### src/rtl/nand_colptr_pkg.sv
package nand_colptr_pkg;

  typedef enum logic [1:0] {
    AREA_LO    = 2'd0,
    AREA_HI    = 2'd1,
    AREA_SPARE = 2'd2
  } area_e;

  localparam logic [7:0] OPC_PTR_LO    = 8'h00;
  localparam logic [7:0] OPC_PTR_HI    = 8'h01;
  localparam logic [7:0] OPC_PTR_SPARE = 8'h50;
  localparam logic [7:0] OPC_RESET     = 8'hFF;

  // Base column of a region for a given organisation.
  function automatic int unsigned region_base(area_e a, logic wide, int unsigned half);
    case (a)
      AREA_HI:    return half;
      AREA_SPARE: return wide ? half : 2 * half;
      default:    return 0;
    endcase
  endfunction

  // Offset taken from the address byte; the spare region masks to its size.
  function automatic int unsigned region_offset(area_e a, logic wide, logic [7:0] b,
                                                int unsigned spare);
    int unsigned span;
    span = wide ? spare / 2 : spare;
    if (a == AREA_SPARE) return int'(b) % span;
    return int'(b);
  endfunction

  function automatic int unsigned page_last(logic wide, int unsigned half, int unsigned spare);
    return wide ? (half + spare / 2 - 1) : (2 * half + spare - 1);
  endfunction

endpackage

### src/rtl/nand_colptr_cmd_dec.sv
module nand_colptr_cmd_dec
  import nand_colptr_pkg::*;
(
  input  logic       wr_en,
  input  logic       cle,
  input  logic       ale,
  input  logic       x16_mode,
  input  logic [7:0] bus_in,
  output logic       cmd_wr,
  output logic       addr_wr,
  output logic       ptr_sel,
  output area_e      ptr_area,
  output logic       soft_rst
);
  assign cmd_wr  = wr_en & cle & ~ale;
  assign addr_wr = wr_en & ale & ~cle;

  always_comb begin
    ptr_sel  = 1'b0;
    ptr_area = AREA_LO;
    soft_rst = 1'b0;
    if (cmd_wr) begin
      case (bus_in)
        OPC_PTR_LO:    ptr_sel = 1'b1;
        OPC_PTR_HI:    begin ptr_sel = ~x16_mode; ptr_area = AREA_HI; end
        OPC_PTR_SPARE: begin ptr_sel = 1'b1; ptr_area = AREA_SPARE; end
        OPC_RESET:     soft_rst = 1'b1;
        default:       ptr_sel = 1'b0;
      endcase
    end
  end
endmodule

### src/rtl/nand_colptr_area_reg.sv
module nand_colptr_area_reg
  import nand_colptr_pkg::*;
(
  input  logic  clk,
  input  logic  rst_n,
  input  logic  ptr_sel,
  input  area_e ptr_area,
  input  logic  soft_rst,
  input  logic  col_load,
  output area_e area_q
);
  always_ff @(posedge clk) begin
    if (!rst_n)                           area_q <= AREA_LO;
    else if (soft_rst)                    area_q <= AREA_LO;
    else if (ptr_sel)                     area_q <= ptr_area;
    else if (col_load && area_q == AREA_HI) area_q <= AREA_LO;
  end

  p_area_legal_r2: assert property (@(posedge clk) disable iff (!rst_n)
    area_q != 2'd3);

  p_hi_oneshot_r5: assert property (@(posedge clk) disable iff (!rst_n)
    (col_load && !ptr_sel && !soft_rst && area_q == AREA_HI) |=> area_q == AREA_LO);

  p_keep_on_load_r5: assert property (@(posedge clk) disable iff (!rst_n)
    (col_load && !ptr_sel && !soft_rst && area_q != AREA_HI) |=> $stable(area_q));
endmodule

### src/rtl/nand_colptr_col_ctr.sv
module nand_colptr_col_ctr #(
  parameter int COL_W       = 10,
  parameter bit WRAP_AT_END = 1'b1
) (
  input  logic             clk,
  input  logic             rst_n,
  input  logic             clear,
  input  logic             load,
  input  logic [COL_W-1:0] load_val,
  input  logic             adv,
  input  logic [COL_W-1:0] last_col,
  output logic [COL_W-1:0] col_q,
  output logic             page_next
);
  logic [COL_W-1:0] end_val;
  logic             end_pulse;
  logic             at_end;

  assign at_end = (col_q >= last_col);

  generate
    if (WRAP_AT_END) begin : g_wrap
      assign end_val   = '0;
      assign end_pulse = 1'b1;
    end else begin : g_hold
      assign end_val   = last_col;
      assign end_pulse = 1'b0;
    end
  endgenerate

  always_ff @(posedge clk) begin
    if (!rst_n) begin
      col_q     <= '0;
      page_next <= 1'b0;
    end else begin
      page_next <= 1'b0;
      if (clear)     col_q <= '0;
      else if (load) col_q <= load_val;
      else if (adv) begin
        if (at_end) begin
          col_q     <= end_val;
          page_next <= end_pulse;
        end else begin
          col_q <= col_q + 1'b1;
        end
      end
    end
  end

  p_step_r7: assert property (@(posedge clk) disable iff (!rst_n)
    (adv && !clear && !load && !at_end) |=> col_q == $past(col_q) + 1'b1);

  p_end_r8: assert property (@(posedge clk) disable iff (!rst_n)
    (adv && !clear && !load && at_end) |=> (col_q == end_val && page_next == end_pulse));

  p_pulse_cause_r8: assert property (@(posedge clk) disable iff (!rst_n)
    $rose(page_next) |-> $past(adv));
endmodule

### src/rtl/nand_colptr_top.sv
module nand_colptr_top
  import nand_colptr_pkg::*;
#(
  parameter int HALF_COLS   = 256,
  parameter int SPARE_COLS  = 16,
  parameter bit WRAP_AT_END = 1'b1,
  parameter int COL_W       = $clog2(2 * HALF_COLS + SPARE_COLS)
) (
  input  logic             clk,
  input  logic             rst_n,
  input  logic             x16_mode,
  input  logic             wr_en,
  input  logic             cle,
  input  logic             ale,
  input  logic             rd_adv,
  input  logic [7:0]       bus_in,
  output logic [COL_W-1:0] col_idx,
  output logic [1:0]       area_code,
  output logic             page_next
);
  logic             cmd_wr, addr_wr, ptr_sel, soft_rst;
  area_e            ptr_area, area_q;
  logic             first_addr_q;
  logic             col_load;
  logic [COL_W-1:0] load_val, last_col;

  nand_colptr_cmd_dec u_dec (
    .wr_en(wr_en), .cle(cle), .ale(ale), .x16_mode(x16_mode), .bus_in(bus_in),
    .cmd_wr(cmd_wr), .addr_wr(addr_wr), .ptr_sel(ptr_sel), .ptr_area(ptr_area),
    .soft_rst(soft_rst)
  );

  // Column load armed by any command, consumed by the next address byte.
  always_ff @(posedge clk) begin
    if (!rst_n)       first_addr_q <= 1'b1;
    else if (cmd_wr)  first_addr_q <= 1'b1;
    else if (addr_wr) first_addr_q <= 1'b0;
  end

  assign col_load = addr_wr & first_addr_q;
  assign load_val = COL_W'(region_base(area_q, x16_mode, HALF_COLS)
                         + region_offset(area_q, x16_mode, bus_in, SPARE_COLS));
  assign last_col = COL_W'(page_last(x16_mode, HALF_COLS, SPARE_COLS));

  nand_colptr_area_reg u_area (
    .clk(clk), .rst_n(rst_n), .ptr_sel(ptr_sel), .ptr_area(ptr_area),
    .soft_rst(soft_rst), .col_load(col_load), .area_q(area_q)
  );

  nand_colptr_col_ctr #(.COL_W(COL_W), .WRAP_AT_END(WRAP_AT_END)) u_ctr (
    .clk(clk), .rst_n(rst_n), .clear(soft_rst), .load(col_load), .load_val(load_val),
    .adv(rd_adv & ~wr_en), .last_col(last_col), .col_q(col_idx), .page_next(page_next)
  );

  assign area_code = area_q;

  p_soft_reset_r9: assert property (@(posedge clk) disable iff (!rst_n)
    soft_rst |=> (col_idx == '0 && area_code == 2'd0));

  p_col_range_r4: assert property (@(posedge clk) disable iff (!rst_n)
    col_idx <= last_col || $past(x16_mode) != x16_mode);

  p_late_addr_r6: assert property (@(posedge clk) disable iff (!rst_n)
    (addr_wr && !first_addr_q) |=> $stable(col_idx));
endmodule

### config.mk
export PLATFORM = sky130hd
export DESIGN_NAME = nand_colptr_top
export DESIGN_NICKNAME = d
export VERILOG_FILES = /design/src/rtl/nand_colptr_pkg.sv /design/src/rtl/nand_colptr_cmd_dec.sv /design/src/rtl/nand_colptr_area_reg.sv /design/src/rtl/nand_colptr_col_ctr.sv /design/src/rtl/nand_colptr_top.sv
export SDC_FILE = /design/constraint.sdc
export NUM_CORES = 1
export LEC_CHECK = 0
export BUFFER_PORTS_ARGS = -buffer_cell sky130_fd_sc_hd__buf_4
export CAP_MARGIN = 20
export CORE_ASPECT_RATIO = 1.5
export CORE_UTILIZATION = 35
export DETAILED_ROUTE_END_ITERATION = 8
export PLACE_DENSITY_LB_ADDON = 0.1
export SLEW_MARGIN = 20
export SYNTH_ARGS = -nofsm -noshare
export SYNTH_HDL_FRONTEND = slang
export SYNTH_SLANG_ARGS = --single-unit
### constraint.sdc
create_clock -name clk -period 73.3 [get_ports clk]
set_input_delay 10.995 -clock clk [delete_from_list [all_inputs] [get_ports clk]]
set_output_delay 10.995 -clock clk [all_outputs]
set_load 0.02 [all_outputs]
==> results of run 1 <==
## cell usage after synthesis, types with 14 or more instances
cell type / instances / share of area [%]
a211o_1: 18 / 0.91
a211oi_1: 31 / 1.3
a21o_1: 52 / 2.3
a21oi_1: 168 / 4.9
a22oi_1: 17 / 0.74
a31o_2: 21 / 1.1
a31oi_1: 42 / 1.5
a32oi_1: 19 / 0.96
and2_1: 55 / 2.0
and3_1: 45 / 1.6
buf_2: 29 / 0.84
clkbuf_1: 48 / 1.0
dfxtp_1: 14 / 1.6
ha_1: 62 / 4.5
inv_1: 37 / 0.80
mux2_2: 14 / 0.91
mux2i_1: 28 / 1.6
nand2_1: 238 / 5.2
nand2b_1: 37 / 1.3
nand3_1: 97 / 2.8
nand4_1: 42 / 1.5
nor2_1: 299 / 6.5
nor2b_1: 14 / 0.51
nor3_1: 127 / 3.7
nor4_1: 32 / 1.2
o2111ai_1: 18 / 0.91
o211ai_1: 46 / 2.0
o21a_1: 50 / 2.2
o21ai_0: 137 / 4.0
o21ai_1: 49 / 1.4
o221ai_1: 17 / 0.86
o22ai_1: 15 / 0.54
o31a_1: 18 / 0.91
o31ai_1: 37 / 1.6
o32ai_1: 16 / 0.81
or2_2: 48 / 1.7
or3_1: 50 / 1.8
xnor2_1: 63 / 3.2
xor2_1: 21 / 1.1
## registers in the layout (all words and copies together) (netlist names)
register / flops
u_area.area_q: 2
first_addr_q: 1
u_ctr.page_next: 1
u_ctr.col_q: 10
## critical path: cells and delay by family
family	cells	cell delay, ns
AOI/OAI and AO/OA	85	22.50
and+or+nand+nor	78	20.79
adders and majority gates	24	7.66
buffers and inverters	13	2.53
muxes	3	1.16
xor gates and xnor gates	2	0.32
## layout make-up
| cell class | instances | area [sq um] | share of cell area, % |
|---|---|---|---|
| Multi-Input combinational cell | 2486 | 16500 | 90.7 |
| Tap cell | 656 | 821 | 4.51 |
| Timing Repair Buffer | 50 | 375 | 2.06 |
| Sequential cell | 14 | 280 | 1.54 |
| Inverter | 40 | 150 | 0.825 |
| Clock buffer | 3 | 75.1 | 0.412 |
## logic make-up (layout without fill, tap and decap cells)
family | after synthesis | in the layout | share of synthesized area [%]
AOI/OAI and AO/OA | 1035 | 1035 | 44.5
xor gates and xnor gates | 85 | 85 | 4.34
adders and majority gates | 62 | 62 | 4.48
buffers and inverters | 137 | 93 | 3.53
DFF | 14 | 14 | 1.62
muxes | 52 | 52 | 3.44
other | 1 | 23 | 0.0217
and+or+nand+nor | 1229 | 1229 | 38.1
## metrics by stage
step,setup slack [ns],hold slack (ns)
after floorplan,17.62,0.544
after global placement,9.29,0.547
after detailed placement,8.01,0.568
after CTS,8.15,0.582
after global routing,2.73,0.624
final,7.34,0.584
## cell usage in the layout (no fill, tap or decap), types with 16 or more instances in the layout
master and n:
and3_1 45, conb_1 23, ha_1 62, and2_1 55, xor2_1 21, nor4_1 32
a211oi_1 31, a21o_1 52, o31a_1 18, a211o_1 18, xnor2_1 63, nor3_1 127
a32oi_1 19, o32ai_1 16, a31o_2 21, o21ai_1 48, a21oi_1 168, inv_1 36
buf_4 50, nor2_1 299, nand2b_1 37, o221ai_1 17, nand2_1 238, a22oi_1 17
a31oi_1 42, o21a_1 50, mux2i_1 28, o31ai_1 37, or2_2 48, nand4_1 42
or3_1 50, nand3_1 97, o211ai_1 46, o21ai_0 137, o2111ai_1 18
## metal layers
metal	GRT usage [%]	wire length, microns	vias to the layer above
met5	0	0	-
met4	22.3	6430	0
met3	1.63	2570	367
met2	57.5	40000	876
met1	29.8	27700	10277
li1	-	-	10308
## worst paths after layout
path	startpoint	endpoint	slack, ns	depth (start not counted)
min reg2reg	u_ctr.col_q[1]	u_ctr.col_q[1]	0.58	2
min	u_ctr.col_q[1]	u_ctr.col_q[1]	0.58	2
max	x16_mode	u_ctr.col_q[9]	7.34	205
max reg2reg	u_ctr.col_q[3]	u_ctr.col_q[5]	70.76	11
==> flow_metrics.py, run 1 <==
metrics = {
    "run_status": {
        "status": "completed",
    },
    "logic_synthesis": {
        "async_flop_share_pct": 0,
        "ys_seq_area_share_pct": 1.62,
        "synth_warnings": 0,
        "synth_flop_cell": "dfxtp_1",
        "syn-cell-area_sq_um": 17300,
        "ys_types": 147,
        "ys_seq_elements": 14,
        "synth_cells": 2615,
        "avgSynthCellArea_sq_um": 6.62,
        "synth_edf_count": 0,
    },
    "placement": {
        "placedCellCount": 3245,
        "gp_congestion": 0.995,
        "dpl_cell_area_sq_um": 18100,
        "port_buffers": 27,
        "place_hpwl_mm": 63.2,
    },
    "sta": {
        "fin_setup_tns_ns": 0,
        "worstMarginPinSlew_ns": 1.00,
        "fmax_mhz": 15.2,
        "skew_ns": 0.00415,
        "relSlewSlack_pct": 32.6,
        "drv_slew": 0,
        "setup_violations": 0,
        "hold_viol_final": 0,
        "timing.final.crit_share_pct": 90.0,
        "layout_min_cycle_time_ns": 65.96,
        "rsz0062_at_grt": "no",
    },
    "clock_network": {
        "postCtsSetupBuffers": 0,
        "cts_sinks": 14,
        "hold_buffers": 0,
        "cts_tree": "built",
        "cts.clk_slew.worst_paths_ns": 0.05,
        "numCtsBuffers": 3,
        "cts_root_buf": "clkbuf_16",
        "htreeDepth": 1,
        "clock_latency_ns": 0.25,
        "ctsResizeCount": 0,
        "cts_max_path_buffers": 2,
    },
    "floorplan": {
        "core.rowCount": 99,
        "die_h_microns": 274,
        "die-area_sq_um": 50400,
        "die_w_microns": 184,
        "core_sq_um": 48700,
        "io-pin-count": 28,
        "start_util_pct": 35.6,
    },
    "route": {
        "wl_per_cell_microns": 23.6,
        "route.detailed.drc": 0,
        "routed_wl_mm": 76.6,
        "drt_first_pass_iters": 6,
        "viasPerCell": 6.72,
        "detail-route-antenna-nets": 0,
        "initialDrtViolationCount": 1451,
        "num_vias": 21828,
    },
    "setup_path": {
        "crit_top_cell": "nor2_1",
        "worstSetupStartpointType": "input pin",
        "path_class": "input pin to register",
        "worstPathArrival_ns": 66.13,
        "cp.required_ns": 73.48,
        "crit_slowest_cell": "o32ai_1",
        "crit_path_end_kind": "register",
        "worst_path_largest_cell_delay_ns": 0.72,
        "critPathMaxFanout": 34,
    },
    "job": {
        "max_cap_violations": 0,
    },
    "finish": {
        "finalNetCount": 2672,
        "finalNonFillerCells": 3249,
        "final_util_pct": 37.4,
        "area_delta_synth_final_pct": 5.17,
        "n_fill_cell": 5332,
        "fin_area_sq_um": 18200,
        "diodes": 0,
        "drive_above_1_share_pct": 10.8,
    },
    "global_routing": {
        "grt_pass1_vias": 21740,
        "grt_antenna_before_repair": 0,
        "grt-ovfl-total": 0,
        "grt_use_total_pct": 29.8,
        "grt_pass1_wl_mm": 121,
        "grt_max_degree": 35,
    },
    "worst_hold_path": {
        "hold_path_class": "register to register",
    },
}
Power of run 1 is left out: the tool's default activity adds up to more than one toggle a clock period on the data nets, which glitch-free logic cannot reach.
==> run 2, diff against run 1 <==
- CELL_PAD_IN_SITES_DETAIL_PLACEMENT: not set -> 2
- CELL_PAD_IN_SITES_GLOBAL_PLACEMENT: not set -> 2
- HOLD_SLACK_MARGIN: not set -> 0.02
==> flow_metrics.py, run 2 (synthesized netlist as in run 1, its figures left out) <==
metrics = {
    "run_status": {
        "status": "completed",
    },
    "finish": {
        "top_register": "u_ctr.col_q",
        "drive_above_1_share_pct": 10.9,
        "finalNetCount": 2673,
        "reg.largest.list": "u_ctr.col_q: 10 flops, u_area.area_q: 2 flops",
        "mostFrequentLayoutCells": "299 x nor2_1, 238 x nand2_1, 167 x a21oi_1",
        "area_delta_synth_final_pct": 5.24,
        "final_util_pct": 37.4,
        "largest_reg_flops": 10,
        "layout_commonest_cell": "nor2_1",
        "n_fill_cell": 6073,
        "diodes": 0,
    },
    "floorplan": {
        "die_w_microns": 184,
        "die-area_sq_um": 50400,
        "core.rowCount": 99,
        "core_sq_um": 48700,
        "io-pin-count": 28,
        "die_h_microns": 274,
        "start_util_pct": 35.6,
    },
    "sta": {
        "layout_min_cycle_time_ns": 68.31,
        "drv_slew": 0,
        "worstMarginPinSlew_ns": 1.01,
        "fin_setup_tns_ns": 0,
        "relSlewSlack_pct": 31.5,
        "fmax_mhz": 14.6,
        "setup_violations": 0,
        "hold_viol_final": 0,
        "holdWs_ns": 0.580,
        "rsz0062_at_grt": "no",
        "timing.final.crit_share_pct": 93.2,
        "skew_ns": 0.00304,
        "fin_ws_ns": 4.99,
    },
    "global_routing": {
        "grt_max_degree": 35,
        "grt_use_total_pct": 35.2,
        "grt-ovfl-total": 0,
        "grt_pass1_wl_mm": 141,
        "grt_pass1_vias": 24400,
        "grt_antenna_before_repair": 0,
    },
    "placement": {
        "pre_cts_ws_ns": 5.69,
        "place_hpwl_mm": 77.0,
        "gp_congestion": 0.994,
        "port_buffers": 27,
    },
    "clock_network": {
        "cts_tree": "built",
        "htreeDepth": 1,
        "clock_latency_ns": 0.25,
        "cts.clk_slew.worst_paths_ns": 0.05,
        "cts_root_buf": "clkbuf_16",
        "numCtsBuffers": 3,
        "cts_sinks": 14,
        "ctsResizeCount": 0,
        "postCtsSetupBuffers": 0,
        "hold_buffers": 0,
        "cts_max_path_buffers": 2,
    },
    "setup_path": {
        "critPathMaxFanout": 34,
        "cp.required_ns": 73.47,
        "crit_path_end_kind": "register",
        "path_class": "input pin to register",
        "worstPathArrival_ns": 68.48,
        "worstSetupStartpointType": "input pin",
        "crit_slowest_cell": "a2111oi_0",
        "crit_top_cell": "nor2_1",
        "worst_path_largest_cell_delay_ns": 0.86,
    },
    "route": {
        "route.detailed.drc": 0,
        "initialDrtViolationCount": 941,
        "wl_per_cell_microns": 28.2,
        "num_vias": 22480,
        "detail-route-antenna-nets": 0,
        "viasPerCell": 6.92,
        "drt_first_pass_iters": 5,
        "routed_wl_mm": 91.5,
    },
    "job": {
        "max_cap_violations": 0,
    },
    "worst_hold_path": {
        "hold_path_class": "register to register",
    },
}
## run 2: changes by cell type in the layout (fill, tap and decap cells not counted)
cell	before	now
a21oi_1	168	167
a21oi_2	8	9
buf_4	50	51
clkinv_1	1	0
inv_2	3	4
## run 2: critical path: cells and delay by family
| kind | cells | cell delay, ns |
|---|---|---|
| AOI/OAI and AO/OA | 83 | 23.65 |
| xor gates and xnor gates | 2 | 0.34 |
| adders and majority gates | 24 | 7.88 |
| buffers and inverters | 12 | 2.31 |
| muxes | 3 | 1.24 |
| and+or+nand+nor | 78 | 21.99 |
## run 2: final timing paths
path | start | end | slack, ns | depth (start not counted)
min | u_area.area_q[1] | u_area.area_q[1] | 0.58 | 2
max reg2reg | u_ctr.col_q[3] | u_ctr.col_q[6] | 70.57 | 9
min reg2reg | u_area.area_q[1] | u_area.area_q[1] | 0.58 | 2
max | x16_mode | u_ctr.col_q[9] | 4.99 | 202
## run 2: metrics by stage
step           instance area, sq um  instances
2_1_floorplan                 17400       2637
3_3_place_gp                  18100       3247
3_5_place_dp                  18100       3247
4_1_cts                       18200       3250
5_1_grt                       18200       3250
6_report                      18200       3250
## run 2: final cells by class
type / count / area [sq um] / area share [%]
Timing Repair Buffer: 51 / 383 / 2.10
Sequential cell: 14 / 280 / 1.54
Inverter: 40 / 150 / 0.824
Tap cell: 656 / 821 / 4.50
Clock buffer: 3 / 75.1 / 0.412
Multi-Input combinational cell: 2486 / 16500 / 90.6
## run 2: metal layers
| metal | part of all wire (%) | wire length (microns) | vias to the layer above | track usage, % |
|---|---|---|---|---|
| met5 | 0 | 0 | - | 0 |
| met2 | 53 | 49000 | 614 | 69.6 |
| met1 | 35 | 32000 | 11158 | 32.2 |
| li1 | - | - | 10299 | - |
| met4 | 9.1 | 8360 | 0 | 28.9 |
| met3 | 2.4 | 2220 | 409 | 3.00 |
Power of run 2 is left out for the same reason.
==> run 3, diff against run 2 <==
- CELL_PAD_IN_SITES_DETAIL_PLACEMENT: 2 -> 1
==> flow_metrics.py, run 3 (synthesized netlist as in run 1, its figures left out) <==
metrics = {
    "clock_network": {
        "postCtsSetupBuffers": 0,
        "cts_root_buf": "clkbuf_16",
        "htreeDepth": 1,
        "ctsResizeCount": 0,
        "numCtsBuffers": 3,
        "cts_sinks": 14,
        "hold_buffers": 0,
        "clock_latency_ns": 0.24,
        "cts_tree": "built",
        "cts_max_path_buffers": 2,
        "cts.clk_slew.worst_paths_ns": 0.05,
    },
    "floorplan": {
        "core.rowCount": 99,
        "die_w_microns": 184,
        "die-area_sq_um": 50400,
        "die_h_microns": 274,
        "io-pin-count": 28,
        "core_sq_um": 48700,
        "start_util_pct": 35.6,
    },
    "placement": {
        "place_hpwl_mm": 71.7,
        "port_buffers": 27,
        "gp_congestion": 0.994,
    },
    "route": {
        "route.detailed.drc": 0,
        "wl_per_cell_microns": 26.6,
        "viasPerCell": 6.80,
        "initialDrtViolationCount": 1124,
        "num_vias": 22094,
        "routed_wl_mm": 86.3,
        "drt_first_pass_iters": 6,
        "detail-route-antenna-nets": 0,
    },
    "setup_path": {
        "crit_top_cell": "nor2_1",
        "crit_slowest_cell": "o32ai_1",
        "worst_path_largest_cell_delay_ns": 0.76,
        "cp.required_ns": 73.47,
        "critPathMaxFanout": 34,
        "critPathTopFamily": "compound AO/OA/AOI/OAI gates",
        "crit_buf_inv": 12,
        "path_class": "input pin to register",
        "worstPathArrival_ns": 67.39,
        "crit_path_end_kind": "register",
        "worstSetupStartpointType": "input pin",
    },
    "run_status": {
        "status": "completed",
    },
    "finish": {
        "drive_above_1_share_pct": 10.9,
        "largest_reg_flops": 10,
        "top_register": "u_ctr.col_q",
        "diodes": 0,
        "mostFrequentLayoutCells": "299 x nor2_1, 238 x nand2_1, 167 x a21oi_1",
        "layout_commonest_cell": "nor2_1",
        "finalNetCount": 2673,
        "reg.largest.list": "u_ctr.col_q: 10 flops, u_area.area_q: 2 flops",
        "area_delta_synth_final_pct": 5.24,
    },
    "global_routing": {
        "grt-ovfl-total": 0,
        "grt_pass1_wl_mm": 133,
        "grt_antenna_before_repair": 0,
        "grt_use_total_pct": 33.4,
        "grt_pass1_vias": 22949,
        "grt_max_degree": 35,
    },
    "sta": {
        "worstMarginPinSlew_ns": 1.05,
        "rsz0062_at_grt": "no",
        "fin_setup_tns_ns": 0,
        "relSlewSlack_pct": 29.0,
        "timing.final.crit_share_pct": 91.7,
        "hold_viol_final": 0,
        "setup_violations": 0,
        "fmax_mhz": 14.9,
        "skew_ns": 0.00108,
        "drv_slew": 0,
        "layout_min_cycle_time_ns": 67.23,
    },
    "job": {
        "max_cap_violations": 0,
    },
    "worst_hold_path": {
        "hold_path_class": "register to register",
    },
}
## run 3: cell counts in the layout (fill, tap and decap cells not counted)
Identical to the previous run, type by type.
## run 3: final timing paths
check | startpoint | to | slack, ns | cells past startpoint
worst max-delay path | x16_mode | u_ctr.col_q[9] | 6.07 | 203
worst min-delay path | u_area.area_q[1] | u_area.area_q[1] | 0.56 | 2
worst max register to register | u_ctr.col_q[3] | u_ctr.col_q[6] | 70.78 | 9
worst min register to register | u_area.area_q[1] | u_area.area_q[1] | 0.56 | 2
## run 3: worst reg2reg max path: stages, from the launching register on
cell and delay (ns):
dfxtp_1 0.42, ha_1 0.27, nand3_1 0.08, nand3_1 0.08
a21o_1 0.18, a21oi_1 0.43, nand2_1 0.30, o31ai_1 0.29
o32ai_1 0.11, a311oi_1 0.27
## run 3: cell type report
type                            count  area (sq um)
Inverter                           40           150
Timing Repair Buffer               51           383
Fill cell                        6343         30500
Multi-Input combinational cell   2486         16500
Tap cell                          656           821
Clock buffer                        3          75.1
Sequential cell                    14           280
## run 3: per-stage QoR
step / area (sq um) / utilization, % / hold slack, ns / worst slack (ns) / std cells
after detailed placement: 18100 / 37.3 / 0.554 / 6.79 / 3247
after CTS: 18200 / 37.4 / 0.563 / 6.92 / 3250
final: 18200 / 37.4 / 0.565 / 6.07 / 3250
after floorplan: 17400 / - / 0.544 / 17.62 / 2637
after global placement: 18100 / 37.3 / 0.552 / 8.75 / 3247
after global routing: 18200 / 37.4 / 0.607 / 2.03 / 3250
## run 3: metal layers
metal,GRT usage [%],wire length [microns],up-vias
met5,0,0,-
met4,26.4,7480,0
met3,2.64,2210,340
met2,65.3,45700,618
met1,31.6,30900,10826
li1,-,-,10310
Power of run 3 is left out for the same reason.
